$ cat src/rtl/fpAddPkg.sv
package fpAddPkg;
  localparam int EXP_W  = 8;
  localparam int MAN_W  = 23;
  localparam int WORD_W = 1 + EXP_W + MAN_W;
  // hidden bit + fraction + guard, round, sticky
  localparam int EXT_W  = MAN_W + 4;
  localparam int EXPI_W = EXP_W + 2;
  localparam int LZ_W   = $clog2(EXT_W + 1);
  localparam logic [EXP_W-1:0]  EXP_ONES  = {EXP_W{1'b1}};
  localparam logic [WORD_W-1:0] CANON_NAN = {1'b0, {EXP_W{1'b1}}, {MAN_W{1'b1}}};

  typedef struct packed {
    logic capture;   // load the result register
    logic validSet;  // mark the next cycle valid
  } addStrobe_t;
endpackage

$ cat src/rtl/fpAddCtrl.sv
module fpAddCtrl
  import fpAddPkg::*;
(
  input  logic       clk,
  input  logic       rstN,
  input  logic       inValid,
  output addStrobe_t strobe,
  output logic       outValid
);
  always_comb begin
    strobe.capture  = inValid;
    strobe.validSet = inValid;
  end

  always_ff @(posedge clk) begin
    if (!rstN) outValid <= 1'b0;
    else       outValid <= strobe.validSet;
  end
endmodule

$ cat src/rtl/fpAddPath.sv
module fpAddPath
  import fpAddPkg::*;
(
  input  logic              clk,
  input  logic              rstN,
  input  addStrobe_t        strobe,
  input  logic [WORD_W-1:0] opA,
  input  logic [WORD_W-1:0] opB,
  input  logic              subtract,
  input  logic              ftzMode,
  output logic [WORD_W-1:0] result
);
  logic              signA, signB;
  logic [EXP_W-1:0]  expA, expB;
  logic [MAN_W-1:0]  manA, manB;
  logic              nanIn, infA, infB;
  logic              swap, bigSign, smallSign, effSub;
  logic [EXP_W-1:0]  bigExp, smallExp, bigEff, smallEff, expDiff;
  logic [MAN_W-1:0]  bigMan, smallMan;
  logic [EXT_W-1:0]  bigExt, smallExt, aligned, lostMask;
  logic [EXT_W:0]    sumRaw;
  logic [EXT_W-1:0]  normMan;
  logic [LZ_W-1:0]   lzCount;
  logic [EXPI_W-1:0] expWork, shiftLim, shiftAmt, expNorm, expField;
  logic              roundUp;
  logic [EXPI_W+MAN_W-1:0] packedRes, roundedRes;
  logic [WORD_W-1:0] nextRes;

  always_comb begin
    signA = opA[WORD_W-1];
    signB = opB[WORD_W-1] ^ subtract;
    expA  = opA[WORD_W-2:MAN_W];
    expB  = opB[WORD_W-2:MAN_W];
    nanIn = (expA == EXP_ONES && opA[MAN_W-1:0] != '0) ||
            (expB == EXP_ONES && opB[MAN_W-1:0] != '0);
    infA  = (expA == EXP_ONES) && !nanIn;
    infB  = (expB == EXP_ONES) && !nanIn;
    manA  = (ftzMode && expA == '0) ? '0 : opA[MAN_W-1:0];
    manB  = (ftzMode && expB == '0) ? '0 : opB[MAN_W-1:0];

    // order by magnitude so the big operand fixes the sign and exponent
    swap      = {expB, manB} > {expA, manA};
    bigSign   = swap ? signB : signA;
    smallSign = swap ? signA : signB;
    bigExp    = swap ? expB  : expA;
    smallExp  = swap ? expA  : expB;
    bigMan    = swap ? manB  : manA;
    smallMan  = swap ? manA  : manB;
    effSub    = bigSign ^ smallSign;

    bigEff   = (bigExp == '0)   ? EXP_W'(1) : bigExp;
    smallEff = (smallExp == '0) ? EXP_W'(1) : smallExp;
    expDiff  = bigEff - smallEff;
    bigExt   = {bigExp != '0, bigMan, 3'b000};
    smallExt = {smallExp != '0, smallMan, 3'b000};

    // alignment keeps guard and round bits, collapses the rest into sticky
    lostMask = ~({EXT_W{1'b1}} << expDiff);
    aligned  = (smallExt >> expDiff);
    aligned[0] = aligned[0] | (|(smallExt & lostMask));

    sumRaw = effSub ? ({1'b0, bigExt} - {1'b0, aligned})
                    : ({1'b0, bigExt} + {1'b0, aligned});

    lzCount = LZ_W'(EXT_W);
    for (int i = 0; i < EXT_W; i++)
      if (sumRaw[i]) lzCount = LZ_W'(EXT_W - 1 - i);

    expWork  = EXPI_W'(bigEff);
    shiftLim = expWork - EXPI_W'(1);
    shiftAmt = (EXPI_W'(lzCount) < shiftLim) ? EXPI_W'(lzCount) : shiftLim;
    if (sumRaw[EXT_W]) begin
      normMan    = sumRaw[EXT_W:1];
      normMan[0] = sumRaw[1] | sumRaw[0];
      expNorm    = expWork + EXPI_W'(1);
    end else begin
      normMan = sumRaw[EXT_W-1:0] << shiftAmt;
      expNorm = expWork - shiftAmt;
    end
    expField = normMan[EXT_W-1] ? expNorm : '0;

    // round to nearest even; a mantissa carry ripples into the exponent
    roundUp    = normMan[2] & (normMan[1] | normMan[0] | normMan[3]);
    packedRes  = {expField, normMan[EXT_W-2:3]};
    roundedRes = packedRes + (EXPI_W+MAN_W)'(roundUp);

    if (nanIn || (infA && infB && effSub))
      nextRes = CANON_NAN;
    else if (infA)
      nextRes = {signA, EXP_ONES, {MAN_W{1'b0}}};
    else if (infB)
      nextRes = {signB, EXP_ONES, {MAN_W{1'b0}}};
    else if (sumRaw == '0)
      nextRes = {bigSign & smallSign, {(WORD_W-1){1'b0}}};
    else if (roundedRes[EXPI_W+MAN_W-1:MAN_W] >= EXPI_W'(EXP_ONES))
      nextRes = {bigSign, EXP_ONES, {MAN_W{1'b0}}};
    else if (ftzMode && roundedRes[EXPI_W+MAN_W-1:MAN_W] == '0)
      nextRes = {bigSign, {(WORD_W-1){1'b0}}};
    else
      nextRes = {bigSign, roundedRes[EXP_W+MAN_W-1:0]};
  end

  always_ff @(posedge clk) begin
    if (!rstN)               result <= '0;
    else if (strobe.capture) result <= nextRes;
  end
endmodule

$ cat src/rtl/fpAddUnit.sv
module fpAddUnit
  import fpAddPkg::*;
(
  input  logic        clk,
  input  logic        rstN,
  input  logic        inValid,
  input  logic [31:0] opA,
  input  logic [31:0] opB,
  input  logic        subtract,
  input  logic        ftzMode,
  output logic        outValid,
  output logic [31:0] result
);
  addStrobe_t strobe;

  fpAddCtrl u_ctrl (
    .clk(clk), .rstN(rstN), .inValid(inValid),
    .strobe(strobe), .outValid(outValid)
  );

  fpAddPath u_path (
    .clk(clk), .rstN(rstN), .strobe(strobe),
    .opA(opA), .opB(opB), .subtract(subtract), .ftzMode(ftzMode),
    .result(result)
  );
endmodule

$ cat config.mk
export PLATFORM = sky130hd
export DESIGN_NAME = fpAddUnit
export DESIGN_NICKNAME = d
export VERILOG_FILES = /design/src/rtl/fpAddPkg.sv /design/src/rtl/fpAddCtrl.sv /design/src/rtl/fpAddPath.sv /design/src/rtl/fpAddUnit.sv
export SDC_FILE = /design/constraint.sdc
export NUM_CORES = 1
export LEC_CHECK = 0
export ABC_AREA = 1
export BUFFER_PORTS_ARGS = -buffer_cell sky130_fd_sc_hd__buf_2
export CAP_MARGIN = 10
export CORE_UTILIZATION = 59
export CTS_CLUSTER_SIZE = 40
export DETAILED_ROUTE_END_ITERATION = 8
export PLACE_DENSITY = 0.91
export SYNTH_ARGS = -nofsm -noshare
export SYNTH_HDL_FRONTEND = slang
export SYNTH_HIERARCHICAL = 1
export SYNTH_SLANG_ARGS = --single-unit
$ cat constraint.sdc
create_clock -name clk -period 32.5 [get_ports clk]
set_input_delay 8.125 -clock clk [delete_from_list [all_inputs] [get_ports clk]]
set_output_delay 8.125 -clock clk [all_outputs]
set_load 0.03 [all_outputs]
==> run_results.csv <==
group,metric,value,unit
setup_path,start_kind,"primary input",
detailed_routing,vias_per_cell,6.12,
die,core-area,0.0218,mm²
timing,drv_slew,0,
timing,max_freq,38.8,MHz
timing,slew_headroom,24.8,%
die,pin_count,102,
detailed_routing,drt_iter0_markers,2072,
clock_tree,clk_latency,0.28,ns
yosys,synthCells,2505,
die,initial_utilization,60.0,%
pwr,leakage,7.37,nW
outcome,status,"finished, final reports clean",
clock_tree,clkTransAtPathRegs,0.05,ns
cells_and_area,diodes,0,
global_route,grt_start_max_net_pins,78,
placement,placed_cell_area,0.0135,mm²
timing,period_share,79.4,%
setup_path,crit_fanout,48,
setup_path,critical_path_class,"primary input to register",
die,die_area,0.0228,mm²
global_route,antenna_found_initial,0,
global_route,grt_pass1_vias,14900,
detailed_routing,num_vias,17200,
timing,hold_ws,0.467,ns
hold_path,min_path_type,"register to register",
job,drv_cap,0,
die,fp-row-count,54,
setup_path,crit_required,32.70,ns
timing,rsz0062_at_grt,"no",
pwr,ir_drop,0.0415,mV
setup_path,cp_common_cell,"nand2_1",
yosys,synth_area,0.0131,mm²
setup_path,slowest_delay,0.81,ns
clock_tree,h-tree-depth,2,
die,die_w,151,µm
cells_and_area,syn_to_final_growth,4.19,%
setup_path,crit_end,"u_path/result[0]",
detailed_routing,drcViolationCount,0,
setup_path,r2r_slack,31.73,ns
timing,skew,0,ns
pwr,power_density,100,mW/mm²
placement,dp_hpwl,40400,µm
timing,hold_viol,0,
clock_tree,ctsResizeCount,0,
detailed_routing,antenna_left,0,
global_route,grt_pass1_wl,76900,µm
hold_path,min_from,"u_path/result[31]",
timing,worst_slew_pin_slew,1.13,ns
pwr,power,1.37,mW
yosys,ys_warn_count,6,
detailed_routing,dr.pass1.iters,7,
setup_path,cp.arrival,26.00,ns
clock_tree,numCtsBuffers,5,
placement,gp_congestion,0.999,
setup_path,critPathLaunch,"opA[25]",
clock_tree,clock_path_buffers,2,
clock_tree,holdBufCountCts,0,
clock_tree,cts_tree,"built",
detailed_routing,wl_per_cell,17.8,µm
timing,finalSetupViolCount,0,
timing,setup_tns,0,ns
cells_and_area,finish.utilization,62.6,%
setup_path,timing.rr.end,"u_path/result[26]",
yosys,avgSynthCellArea,5.23,µm²
global_route,overflow,0,
setup_path,regToRegStartpoint,"u_path/result[26]",
cells_and_area,fin_area,0.0137,mm²
clock_tree,clock-sinks,33,
clock_tree,post_cts_buffers,0,
detailed_routing,drt-total-wl,49800,µm
setup_path,worstSetupEndpointType,"register",
cells_and_area,final_layout_size_suffix_gt1_share,10.4,%
placement,io_buffers,101,
clock_tree,root_buffer,"clkbuf_16",
die,fp.dieH,151,µm
global_route,grt.total_usage,42.6,%
setup_path,cp_slowest_cell,"a21oi_4",
setup_path,reg2reg_depth,2,
cells_and_area,n_fill_cell,2274,
timing,finalCriticalPeriod,25.80,ns
cells_and_area,fin_nets,2694,
## power by group
part	internal (mW)	switching, mW	total (mW)
Sequential	0.0535	0.00587	0.0594
Clock	0.0281	0.0187	0.0468
Combinational	0.365	0.894	1.26
## cell type report
class,count,area (µm²),share of cell area (%)
flip-flops and latches,33,661,4.84
clock inverters,3,17.5,0.128
well taps,280,350,2.57
clock buffers,5,125,0.916
repair buffers,112,588,4.31
inverters,324,1220,8.91
multi-input cells,2047,10700,78.3
## cell usage in the layout (no fill, tap or decap), drive strengths merged, types with 2 or more instances in the layout
cell	n
fa	3
clkinv	9
nand2	756
a21oi	122
a21o	4
o211ai	9
clkbuf	5
conb	2
buf	112
o21bai	10
or2	10
inv	317
nor3	30
xnor2	14
o22ai	6
dfxtp	33
nand3	435
o41ai	2
nor2	266
a21boi	3
nand4	45
and2	2
ha	99
a31o	3
o21ai	139
o21a	11
xor2	31
nand3b	3
o31ai	8
a31oi	9
a211oi	2
nor4	11
o311ai	2
a2111oi	2
## state kept, by name, indices dropped and copies added, names as in the netlist
name,cells
u_path/result,32
u_ctrl/outValid,1
## worst max-delay path, delay by kind of cell
family	cells	cell delay, ns
simple gates	45	7.60
compound gates	22	5.06
buf+inv	13	2.97
fa+ha+maj	6	1.78
xor+xnor	1	0.41
## routing by layer
metal | routed length, µm | up-vias | GRT usage, % | part of all wire [%]
met1 | 21400 | 7739 | 59.3 | 43
li1 | - | 8249 | - | -
met4 | 1510 | 0 | 12.6 | 3.0
met2 | 21000 | 1045 | 65.8 | 42
met3 | 5950 | 125 | 8.25 | 12
met5 | 0 | - | 0 | 0
## through the flow
| step | setup slack [ns] | cells |
|---|---|---|
| 2_1_floorplan | 11.07 | 2506 |
| 3_3_place_gp | 7.61 | 2796 |
| 3_5_place_dp | 7.03 | 2796 |
| 4_1_cts | 7.29 | 2804 |
| 5_1_grt | 4.97 | 2804 |
| 6_report | 6.70 | 2804 |
## worst min path at each step
stage | end | slack, ns | depth (start not counted)
6_report | u_path/result[31] | 0.47 | 2
5_1_grt | u_path/result[31] | 0.49 | 2
4_1_cts | u_path/result[31] | 0.47 | 2
3_5_place_dp | u_path/result[31] | 0.46 | 2
3_3_place_gp | u_path/result[31] | 0.45 | 2
2_1_floorplan | u_path/result[31] | 0.59 | 2
(Power assumes the default switching activity.)
